==> src/rtl/tlb_pkg.sv <==
package tlb_pkg;
  localparam int ASID_W = 8;
  localparam int VPN_W  = 22;
  localparam int PPN_W  = 20;
  localparam int SA_W   = 3;
  localparam logic [1:0] SIZE_WORD = 2'b10;

  typedef enum logic [3:0] {
    VIEW_ADDR  = 4'h0,
    VIEW_DATA1 = 4'h1,
    VIEW_DATA2 = 4'h2
  } view_e;

  typedef struct packed {
    logic [VPN_W-1:0]  vpn;
    logic [ASID_W-1:0] asid;
  } tag_t;

  typedef struct packed {
    logic [PPN_W-1:0] ppn;
    logic [1:0]       sz;
    logic [1:0]       pr;
    logic             c;
    logic             wt;
    logic             sh;
  } dat1_t;

  typedef struct packed {
    logic            tc;
    logic [SA_W-1:0] sa;
  } dat2_t;

  function automatic tag_t word_to_tag(logic [31:0] w);
    tag_t t;
    t.vpn  = w[31:10];
    t.asid = w[7:0];
    return t;
  endfunction

  function automatic logic [31:0] tag_to_word(tag_t t, logic v, logic d);
    return {t.vpn, d, v, t.asid};
  endfunction

  function automatic dat1_t word_to_d1(logic [31:0] w);
    dat1_t x;
    x.ppn = w[31:12];
    x.sz  = w[10:9];
    x.pr  = w[8:7];
    x.c   = w[6];
    x.wt  = w[4];
    x.sh  = w[3];
    return x;
  endfunction

  function automatic logic [31:0] d1_to_word(dat1_t x, logic v, logic d);
    return {x.ppn, v, x.sz, x.pr, x.c, d, x.wt, x.sh, 3'b000};
  endfunction

  function automatic dat2_t word_to_d2(logic [31:0] w);
    dat2_t x;
    x.tc = w[3];
    x.sa = w[2:0];
    return x;
  endfunction

  function automatic logic [31:0] d2_to_word(dat2_t x);
    return {28'h0, x.tc, x.sa};
  endfunction
endpackage

==> src/rtl/tlb_repl_ctr.sv <==
module tlb_repl_ctr #(
  parameter int IDX_W = 6
) (
  input  logic             clk,
  input  logic             rst,
  input  logic             ld,
  input  logic             sw_we,
  input  logic [IDX_W-1:0] sw_val,
  input  logic [IDX_W-1:0] bound,
  output logic [IDX_W-1:0] cnt
);
  logic [IDX_W:0] inc;
  assign inc = {1'b0, cnt} + 1'b1;

  always_ff @(posedge clk) begin
    if (rst)        cnt <= '0;
    else if (sw_we) cnt <= sw_val;
    else if (ld)    cnt <= (inc > {1'b0, bound}) ? '0 : inc[IDX_W-1:0];
  end

  // wrap once the boundary is reached
  p_wrap_r3: assert property (@(posedge clk) disable iff (rst)
    (ld && !sw_we && (cnt >= bound)) |=> (cnt == '0));
  // plain advance below the boundary
  p_inc_r3: assert property (@(posedge clk) disable iff (rst)
    (ld && !sw_we && (cnt < bound)) |=> (cnt == IDX_W'($past(cnt) + 1'b1)));
  // software write wins
  p_sw_r4: assert property (@(posedge clk) disable iff (rst)
    sw_we |=> (cnt == $past(sw_val)));
  p_hold_r4: assert property (@(posedge clk) disable iff (rst)
    (!ld && !sw_we) |=> $stable(cnt));
endmodule

==> src/rtl/tlb_mm_decode.sv <==
module tlb_mm_decode
  import tlb_pkg::*;
#(
  parameter int IDX_W = 6
) (
  input  logic             clk,
  input  logic             rst,
  input  logic             req,
  input  logic             we,
  input  logic [31:0]      addr,
  input  logic [1:0]       size,
  input  logic             priv,
  input  logic             ld_busy,
  output logic [IDX_W-1:0] idx,
  output logic [3:0]       view,
  output logic             wr_ok,
  output logic             rd_ok,
  output logic             rvalid,
  output logic             err
);
  logic view_ok, acc_ok;

  assign idx     = addr[8 +: IDX_W];
  assign view    = addr[23:20];
  assign view_ok = (view == VIEW_ADDR) || (view == VIEW_DATA1) || (view == VIEW_DATA2);
  assign acc_ok  = req && (size == SIZE_WORD) && view_ok && (!we || priv);
  assign wr_ok   = acc_ok && we && !ld_busy;
  assign rd_ok   = acc_ok && !we;

  always_ff @(posedge clk) begin
    if (rst) begin
      rvalid <= 1'b0;
      err    <= 1'b0;
    end else begin
      rvalid <= req;
      err    <= req && !acc_ok;
    end
  end

  p_size_r9: assert property (@(posedge clk) disable iff (rst)
    (req && size != SIZE_WORD) |=> err);
  p_user_wr_r10: assert property (@(posedge clk) disable iff (rst)
    (req && we && !priv) |=> err);
  p_resp_r12: assert property (@(posedge clk) disable iff (rst)
    req |=> rvalid);
  p_noresp_r12: assert property (@(posedge clk) disable iff (rst)
    !req |=> !rvalid);
endmodule

==> src/rtl/tlb_store.sv <==
module tlb_store
  import tlb_pkg::*;
#(
  parameter int ENTRIES = 64,
  localparam int IDX_W  = $clog2(ENTRIES)
) (
  input  logic             clk,
  input  logic             rst,
  input  logic             ld_we,
  input  logic [IDX_W-1:0] ld_idx,
  input  logic [31:0]      stage_hi,
  input  logic [31:0]      stage_lo,
  input  logic [31:0]      stage_attr,
  input  logic             mm_we,
  input  logic [3:0]       mm_view,
  input  logic [IDX_W-1:0] mm_idx,
  input  logic [31:0]      mm_wdata,
  input  logic             rd_en,
  output logic [31:0]      rdata
);
  tag_t  tag_mem [ENTRIES];
  dat1_t d1_mem  [ENTRIES];
  dat2_t d2_mem  [ENTRIES];
  logic [ENTRIES-1:0] vbits, dbits;

  logic [IDX_W-1:0] wr_idx;
  logic tag_we, d1_we, d2_we;
  tag_t  tag_wd;
  dat1_t d1_wd;
  dat2_t d2_wd;

  always_comb begin
    wr_idx = ld_we ? ld_idx : mm_idx;
    tag_we = ld_we || (mm_we && mm_view == VIEW_ADDR);
    d1_we  = ld_we || (mm_we && mm_view == VIEW_DATA1);
    d2_we  = ld_we || (mm_we && mm_view == VIEW_DATA2);
    tag_wd = word_to_tag(ld_we ? stage_hi   : mm_wdata);
    d1_wd  = word_to_d1 (ld_we ? stage_lo   : mm_wdata);
    d2_wd  = word_to_d2 (ld_we ? stage_attr : mm_wdata);
  end

  always_ff @(posedge clk) begin
    if (tag_we) tag_mem[wr_idx] <= tag_wd;
    if (d1_we)  d1_mem[wr_idx]  <= d1_wd;
    if (d2_we)  d2_mem[wr_idx]  <= d2_wd;
  end

  // Shared valid/dirty pair, reachable from two views
  always_ff @(posedge clk) begin
    if (rst) begin
      vbits <= '0;
      dbits <= '0;
    end else if (ld_we) begin
      vbits[ld_idx] <= stage_lo[11];
      dbits[ld_idx] <= stage_lo[5];
    end else if (mm_we) begin
      case (mm_view)
        VIEW_ADDR: begin
          vbits[mm_idx] <= mm_wdata[8];
          dbits[mm_idx] <= mm_wdata[9];
        end
        VIEW_DATA1: begin
          vbits[mm_idx] <= mm_wdata[11];
          dbits[mm_idx] <= mm_wdata[5];
        end
        default: ;
      endcase
    end
  end

  always_ff @(posedge clk) begin
    if (rst || !rd_en) rdata <= '0;
    else begin
      case (mm_view)
        VIEW_ADDR:  rdata <= tag_to_word(tag_mem[mm_idx], vbits[mm_idx], dbits[mm_idx]);
        VIEW_DATA1: rdata <= d1_to_word(d1_mem[mm_idx], vbits[mm_idx], dbits[mm_idx]);
        default:    rdata <= d2_to_word(d2_mem[mm_idx]);
      endcase
    end
  end

  // shared bits move only when a write is let through
  p_vd_hold_r9: assert property (@(posedge clk) disable iff (rst)
    (!ld_we && !mm_we) |=> ($stable(vbits) && $stable(dbits)));
endmodule

==> src/rtl/tlb_entry_store.sv <==
module tlb_entry_store
  import tlb_pkg::*;
#(
  parameter int ENTRIES = 64,
  localparam int IDX_W  = $clog2(ENTRIES)
) (
  input  logic             clk,
  input  logic             rst,
  input  logic             ld_cmd,
  input  logic [31:0]      pt_hi,
  input  logic [31:0]      pt_lo,
  input  logic [31:0]      pt_attr,
  input  logic             repl_we,
  input  logic [IDX_W-1:0] repl_wval,
  input  logic [IDX_W-1:0] repl_bound,
  output logic [IDX_W-1:0] repl_ptr,
  input  logic             mm_req,
  input  logic             mm_we,
  input  logic [31:0]      mm_addr,
  input  logic [1:0]       mm_size,
  input  logic             mm_priv,
  input  logic [31:0]      mm_wdata,
  output logic             mm_rvalid,
  output logic [31:0]      mm_rdata,
  output logic             mm_err
);
  logic [IDX_W-1:0] acc_idx;
  logic [3:0]       acc_view;
  logic             wr_ok, rd_ok;

  tlb_repl_ctr #(.IDX_W(IDX_W)) u_ctr (
    .clk(clk), .rst(rst), .ld(ld_cmd), .sw_we(repl_we),
    .sw_val(repl_wval), .bound(repl_bound), .cnt(repl_ptr)
  );

  tlb_mm_decode #(.IDX_W(IDX_W)) u_dec (
    .clk(clk), .rst(rst), .req(mm_req), .we(mm_we), .addr(mm_addr),
    .size(mm_size), .priv(mm_priv), .ld_busy(ld_cmd),
    .idx(acc_idx), .view(acc_view), .wr_ok(wr_ok), .rd_ok(rd_ok),
    .rvalid(mm_rvalid), .err(mm_err)
  );

  tlb_store #(.ENTRIES(ENTRIES)) u_store (
    .clk(clk), .rst(rst),
    .ld_we(ld_cmd), .ld_idx(repl_ptr),
    .stage_hi(pt_hi), .stage_lo(pt_lo), .stage_attr(pt_attr),
    .mm_we(wr_ok), .mm_view(acc_view), .mm_idx(acc_idx), .mm_wdata(mm_wdata),
    .rd_en(rd_ok), .rdata(mm_rdata)
  );

  // rejected requests return zero
  p_err_zero_r9: assert property (@(posedge clk) disable iff (rst)
    (mm_rvalid && mm_err) |-> (mm_rdata == 32'h0));
endmodule

==> config.mk <==
export PLATFORM = sky130hd
export DESIGN_NAME = tlb_entry_store
export DESIGN_NICKNAME = d
export VERILOG_FILES = /design/src/rtl/tlb_pkg.sv /design/src/rtl/tlb_repl_ctr.sv /design/src/rtl/tlb_mm_decode.sv /design/src/rtl/tlb_store.sv /design/src/rtl/tlb_entry_store.sv
export SDC_FILE = /design/constraint.sdc
export NUM_CORES = 2
export LEC_CHECK = 0
export BUFFER_PORTS_ARGS = -buffer_cell sky130_fd_sc_hd__buf_4
export CORE_MARGIN = 2
export CORE_UTILIZATION = 32
export CTS_CLUSTER_DIAMETER = 200
export DETAILED_ROUTE_END_ITERATION = 16
export GPL_ROUTABILITY_DRIVEN = 0
export PLACE_DENSITY = 0.56
export SETUP_SLACK_MARGIN = 0.02
export SYNTH_ARGS = -nofsm -noshare
export SYNTH_HDL_FRONTEND = slang
export SYNTH_HIERARCHICAL = 1
export SYNTH_SLANG_ARGS = --single-unit
==> constraint.sdc <==
create_clock -name clk -period 12.9 [get_ports clk]
set_input_delay 2.58 -clock clk [delete_from_list [all_inputs] [get_ports clk]]
set_output_delay 2.58 -clock clk [all_outputs]
set_load 0.03 [all_outputs]
# Yosys cells after proc, flatten, opt, wreduce, memory -nomap -nowiden

Memories as Yosys holds them, arrays and structs flattened.
Cells that the tools add are included.

Flip-flop bits (word level): 168
RAM bits: 3904
Bits of input ports: 181
Output and inout bits: 40
Word-level logic and storage cells: 80
Memories: 3

Memories:

| memory          | words | bits a word | rd ports | clocked after Yosys merged registers in | wr ports | RTL line        | source |
|---|---|---|---|---|---|---|---|
| u_store.tag_mem | 64    | 30          | 1        | 0                                       | 1        | tlb_store.sv:21 | `tag_t tag_mem [ENTRIES];` |
| u_store.d1_mem  | 64    | 27          | 1        | 0                                       | 1        | tlb_store.sv:22 | `dat1_t d1_mem [ENTRIES];` |
| u_store.d2_mem  | 64    | 4           | 1        | 0                                       | 1        | tlb_store.sv:23 | `dat2_t d2_mem [ENTRIES];` |

Add/subtract/negate cells: 1
Order comparisons: 5
Equal/unequal tests: 3
Muxes and demuxes: 34
Reduce and logical (&&, ||, !) cells: 28

Operator list:

| kind                  | number |
|---|---|
| $bwmux W64            | 6 |
| $mux W64              | 4 |
| $pmux W64 S2          | 2 |
| $mux W32              | 2 |
| $pmux W32 S2          | 1 |
| $mux W6               | 4 |
| $lt A6 B7 Y1 const B  | 2 |
| $bmux W1 S6           | 2 |
| $demux W1 S6          | 2 |
| $ge A6 B1 Y1 const B  | 2 |
| $logic_and A1 B1 Y1   | 12 |
| $mux W1               | 10 |
| $add A6 B1 Y7 const B | 1 |
| $gt A7 B6 Y1          | 1 |
| $logic_or A1 B1 Y1    | 7 |
| $eq A4 B1 Y1 const B  | 1 |
| $eq A4 B2 Y1 const B  | 1 |
| $logic_not A1 Y1      | 4 |
| $logic_not A4 Y1      | 1 |
| $mux W4               | 1 |
| $reduce_bool A2 Y1    | 2 |
| $reduce_bool A3 Y1    | 1 |
| $eq A2 B2 Y1 const B  | 1 |
| $reduce_and A2 Y1     | 1 |

# Longest topological paths before layout

Depth after elaboration: 11
Gate-level depth with buffers: 14
Gate-level depth less buffers: 10

# Modules after synthesis

Netlist, hierarchy kept.

By module, submodules not included:

| module        | instances | cells an instance | area an instance (um^2) |
|---|---|---|---|
| tlb_store     | 1         | 8708              | 151741.8 |
| tlb_repl_ctr  | 1         | 63                | 524.3 |
| tlb_mm_decode | 1         | 21                | 180.2 |

# Worst setup path after synthesis

Ideal clock, no wire load.

Kind: in2reg
From: input port mm_addr[21]
To: memory u_store/tag_mem[56][0] in the netlist's numbering (enable)
Library setup time: 0.454 ns
Arrival time: 5.890 ns
Required time: 12.446 ns
Setup slack: 6.556 ns
Stages: 6
Buffers on the path: 1
Cell sequence: buf_4 -> nor3_1 -> nand2_1 -> o21ai_1 -> nand3_1 -> nor3_1

Longest elaborated chain between the ends: 11
Elaborated cells between the ends (all ways): 13
Classes of those cells: 2 x eq/ne; 2 x mux; 9 x reduce/logical

Ends and longest elaborated chain:

| element                                                 | RTL line                             | source |
|---|---|---|
| start: declaration                                      | tlb_entry_store.sv:19                | `input logic [31:0] mm_addr,` |
| $eq A4 B1 Y1 / $logic_not A4 Y1 (equally long branches) | tlb_mm_decode.sv:25, tlb_store.sv:34 |  |
| $logic_or A1 B1 Y1 (2 in series)                        | tlb_mm_decode.sv:25                  | `assign view_ok = (view == VIEW_ADDR) \|\| (view == VIEW_DATA1) \|\| (view == VIEW_DATA2);` |
| $logic_and A1 B1 Y1 (2 in series)                       | tlb_mm_decode.sv:26                  | `assign acc_ok = req && (size == SIZE_WORD) && view_ok && (!we \|\| priv);` |
| $logic_and A1 B1 Y1 (2 in series)                       | tlb_mm_decode.sv:27                  | `assign wr_ok = acc_ok && we && !ld_busy;` |
| $logic_and A1 B1 Y1 *                                   | tlb_store.sv:34                      | `tag_we = ld_we \|\| (mm_we && mm_view == VIEW_ADDR);` |
| $logic_or A1 B1 Y1 *                                    | tlb_store.sv:34                      |  |
| $mux W1 *                                               | tlb_store.sv:43                      | `if (tag_we) tag_mem[wr_idx] <= tag_wd;` |
| $mux W1 (implied by the code) *                         | tlb_store.sv:43                      |  |
| end: declaration                                        | tlb_store.sv:21                      |  |

Mark *: on every way between the ends. The rest lies on a longest branch, timed or not.

# Worst setup path after layout

From: input port mm_addr[9]
To: register u_store.rdata[18]

Longest elaborated chain between the ends: 2
Elaborated cells between the ends (all ways): 3
Classes of those cells: 1 x mux; 2 x memory

Ends and longest elaborated chain:

| element                                                   | RTL line        | source |
|---|---|---|
| $mem_v2 Z64 W27 / $mem_v2 Z64 W30 (equally long branches) | -               |  |
| $pmux W32 S2 *                                            | tlb_store.sv:74 | `case (mm_view)` |
| end signal: assignment                                    | tlb_store.sv:75 | `VIEW_ADDR: rdata <= tag_to_word(tag_mem[mm_idx], vbits[mm_idx], dbits[mm_idx]);` |
| end signal: assignment                                    | tlb_store.sv:76 | `VIEW_DATA1: rdata <= d1_to_word(d1_mem[mm_idx], vbits[mm_idx], dbits[mm_idx]);` |
| end signal: assignment                                    | tlb_store.sv:77 | `default: rdata <= d2_to_word(d2_mem[mm_idx]);` |
| end: declaration                                          | tlb_store.sv:19 | `output logic [31:0] rdata` |

Marks and branches as above.
A chain may end at the register's enable or synchronous reset.

==> results.json <==
{
  "core-area_sq_um": 475000,
  "grt_pass1_wl_microns": 750000,
  "ys.flop_type": "edfxtp_1",
  "clock_latency_ns": 0.99,
  "worstHoldEndpoint": "u_store/vbits[32]$_SDFFE_PP0P_",
  "io_pins": 221,
  "whs_ns": 0.472,
  "synth_xor_area_frac": 0.000230,
  "final_cell_count_no_fill": 15700,
  "power_leakage_uw": 0.0531,
  "power_density_nw_per_um2": 160,
  "drt_iter0_drc": 15600,
  "vias": 95100,
  "grt_antenna_before_repair": 25,
  "netlist_instances": 8792,
  "skew_ns": 0.0511,
  "end_kind": "register",
  "cp-start-kind": "input port",
  "setup_viol": 0,
  "hold_buffers": 0,
  "avgRoutedWirePerCell_microns": 35.6,
  "synthAdderAreaFrac": 0.000575,
  "crit_path_frequent_cell": "buf_4",
  "clkTransAtPathRegs_ns": 0.06,
  "violations": "max-capacitance violations",
  "syn_to_final_growth_pct": 15.5,
  "muxShareOfSynthArea": 0.0217,
  "outcome": "finished, violations left",
  "fillCellCount": 43300,
  "yosys-top-cells-area": "edfxtp_1 (77%), a22oi_1 (5.2%), dfxtp_1 (2.2%)",
  "totalWireLength_microns": 558000,
  "synth-async-reset-ratio": 0,
  "r2r.worst_path.cells": 6,
  "nNetsFinal": 9235,
  "hp-start": "u_store/vbits[32]$_SDFFE_PP0P_",
  "synth-edff-count": 3904,
  "path_max_fanout": 88,
  "regToRegEndpoint": "u_store/tag_mem[45][22]$_DFFE_PP_",
  "critPathBufInv": 5,
  "grt_max_degree": 113,
  "cpMaxStageDelayCell": "nor3_1",
  "cp_slowest_stage_delay_ns": 1.00,
  "avgSynthCellArea_sq_um": 17.3,
  "maxCapViolations": 1,
  "finalCriticalPeriod_ns": 7.04,
  "synth_largest_area_cell": "edfxtp_1",
  "num_rows": 253,
  "dp.cells": 14900,
  "hold_violations": 0,
  "rsz0062_at_grt": "false",
  "dp_hpwl_microns": 289000,
  "cp.required_ns": 13.72,
  "routed_via_density": 6.07,
  "die_area_sq_um": 482000,
  "arrival_ns": 7.85,
  "layout-drive-gt1-share": 0.162,
  "cts_htree_levels": 5,
  "yosysTopAreaCellShare": 0.769,
  "whs_path_depth": 2,
  "ys_seq_area_frac": 0.791,
  "syn-cell-area_sq_um": 152000,
  "postCtsSetupRepairBufs": 0,
  "clockBufferDepth": 4,
  "cts_root_buffer": "clkbuf_16",
  "synth-compound-area-share": 0.133,
  "ys_ff_latch": 4072,
  "die-width_microns": 694,
  "fin_util": 0.371,
  "cp_top_family": "buffers and inverters",
  "tns_ns": 0,
  "slew_headroom": 0.00801,
  "synth_top_family_by_area": "compound AO/OA/AOI/OAI gates",
  "vdd_drop_max_v": 0.000117,
  "initial_core_util": 0.321,
  "clock.fmax_mhz": 142,
  "clock-sinks": 4072,
  "gr-total-overflow": 0,
  "yosys.area_share.simple": 0.0335,
  "first_pass_iters": 8,
  "numPortBuffers": 165,
  "synth_nets": 8980,
  "track_usage": 0.222,
  "first_global_vias": 90600,
  "numCtsBuffers": 409,
  "worst_pin_slew_ns": 1.48,
  "finalCritPeriodShare": 0.545,
  "synthDistinctLibCells": 82,
  "hold_path_class": "register to register",
  "tritoncts": "yes",
  "drc": 0,
  "r2r_setup_slack_ns": 8.44,
  "path_cells": "buf_8, buf_4, buf_4, and3b_4, buf_12, buf_4, a221oi_1, a31oi_1, or4_1, nor3_1, o22ai_1",
  "finalMaxSlewViolations": 0,
  "reg2reg_from": "u_ctr/cnt[0]$_SDFFE_PP0P_",
  "die_h_microns": 694,
  "ant_nets": 0,
  "synth_warnings": 6,
  "cts_resized": 0,
  "criticalPathCategory": "input port to register"
}
-- cell type report --
type | instances | area (sq um) | share of cell area
diodes | 13 | 32.5 | 0.000185
clock buffers | 511 | 10900 | 0.0621
clock inverters | 256 | 2470 | 0.0140
inverters | 15 | 57.6 | 0.000327
multi-input cells | 4069 | 30200 | 0.172
flip-flops and latches | 4072 | 121000 | 0.685
well taps | 6247 | 7820 | 0.0444
repair buffers | 480 | 3980 | 0.0226
-- layer usage --
metal,GRT usage,wire length [microns],up-vias
met2,0.353,254000,6972
met3,0.0497,67100,1346
li1,-,-,37300
met5,0,133,-
met1,0.292,208000,49400
met4,0.0993,28600,22
-- metrics by stage --
step,setup slack [ns],cell area [sq um],total power [uW]
final,5.86,176000,28100
after global routing,5.83,176000,28700
after CTS,6.15,176000,28200
after detailed placement,5.13,163000,16400
after global placement,5.15,163000,16400
after floorplan,6.56,152000,15700
-- Yosys cell counts, types with 23 or more instances --
cell type / count
a211oi_1: 87
a21oi_1: 113
a221o_1: 42
a221oi_1: 375
a222oi_1: 51
a22o_1: 308
a22oi_1: 1053
a31oi_1: 299
a41oi_1: 34
buf_1: 103
buf_2: 270
buf_4: 38
clkbuf_1: 213
dfxtp_1: 168
edfxtp_1: 3904
mux2_2: 127
mux2i_1: 107
mux4_2: 36
nand2_1: 302
nand3_1: 44
nand4_1: 47
nor2_1: 447
nor3_1: 107
nor4_1: 45
o21ai_0: 80
o22ai_1: 106
or4_1: 23
-- power breakdown --
part	internal, uW	switching [uW]	total [uW]	leakage [uW]
registers	14700	21.6	14700	0.0366
clock network	6860	5080	11900	0.00655
logic	333	1180	1510	0.00994
-- worst register-to-register path, cell delays in order, from the launching register on --
cell and delay [ns]:
dfxtp_1 0.67, nor2b_1 0.55, mux2i_1 0.27, nor2_1 0.50, nand2_1 0.65, nor2_4 0.75
buf_4 0.62
-- worst max-delay path by stage --
stage / from / to / depth (start not counted)
detailed placement: mm_addr[9] / u_store/rdata[0]$_SDFF_PP0_ / 11
CTS: mm_addr[9] / u_store/rdata[0]$_SDFF_PP0_ / 11
global route: mm_addr[9] / u_store/rdata[18]$_SDFF_PP0_ / 11
finish: mm_addr[9] / u_store/rdata[18]$_SDFF_PP0_ / 11
global placement: mm_addr[9] / u_store/rdata[0]$_SDFF_PP0_ / 11
floorplan: mm_addr[21] / u_store/tag_mem[56][0]$_DFFE_PP_ / 6
-- flip-flops by register name (all words and copies together), names as in the netlist --
signal	cells
u_store/tag_mem	1920
u_store/d1_mem	1728
u_store/d2_mem	256
u_store/dbits	64
u_store/vbits	64
u_store/rdata	32
u_ctr/cnt	6
u_dec/err	1
u_dec/rvalid	1
-- cell usage in the layout (no fill, tap or decap), drive strengths merged, types with 18 or more instances in the layout --
cell type  synthesis  routed
bufinv             0      42
a221o             42      42
o32ai             18      18
mux2i            107     107
nand3             45      45
clkbuf           213     511
buf              423     480
a221oi           375     375
a22oi           1053    1053
or4               23      23
clkinv             2     179
nor3             109     109
nor4              45      45
dfxtp            168     168
o22ai            106     106
a22o             308     308
clkinvlp           0      22
nand2            304     304
nor2             448     448
a31oi            299     299
a41oi             34      34
nand4             47      47
a21oi            114     114
inv               13      28
a222oi            51      51
a211oi            88      88
mux4              36      36
edfxtp          3904    3904
mux2             127     127
o21ai             85      85
-- logic make-up after synthesis --
group           count (synthesis)
buf+inv                       651
simple gates                 1128
flops                        4072
mux                           270
fa+ha+maj                       7
xor+xnor                        4
compound gates               2660
Power figures use the tool's default switching activity.
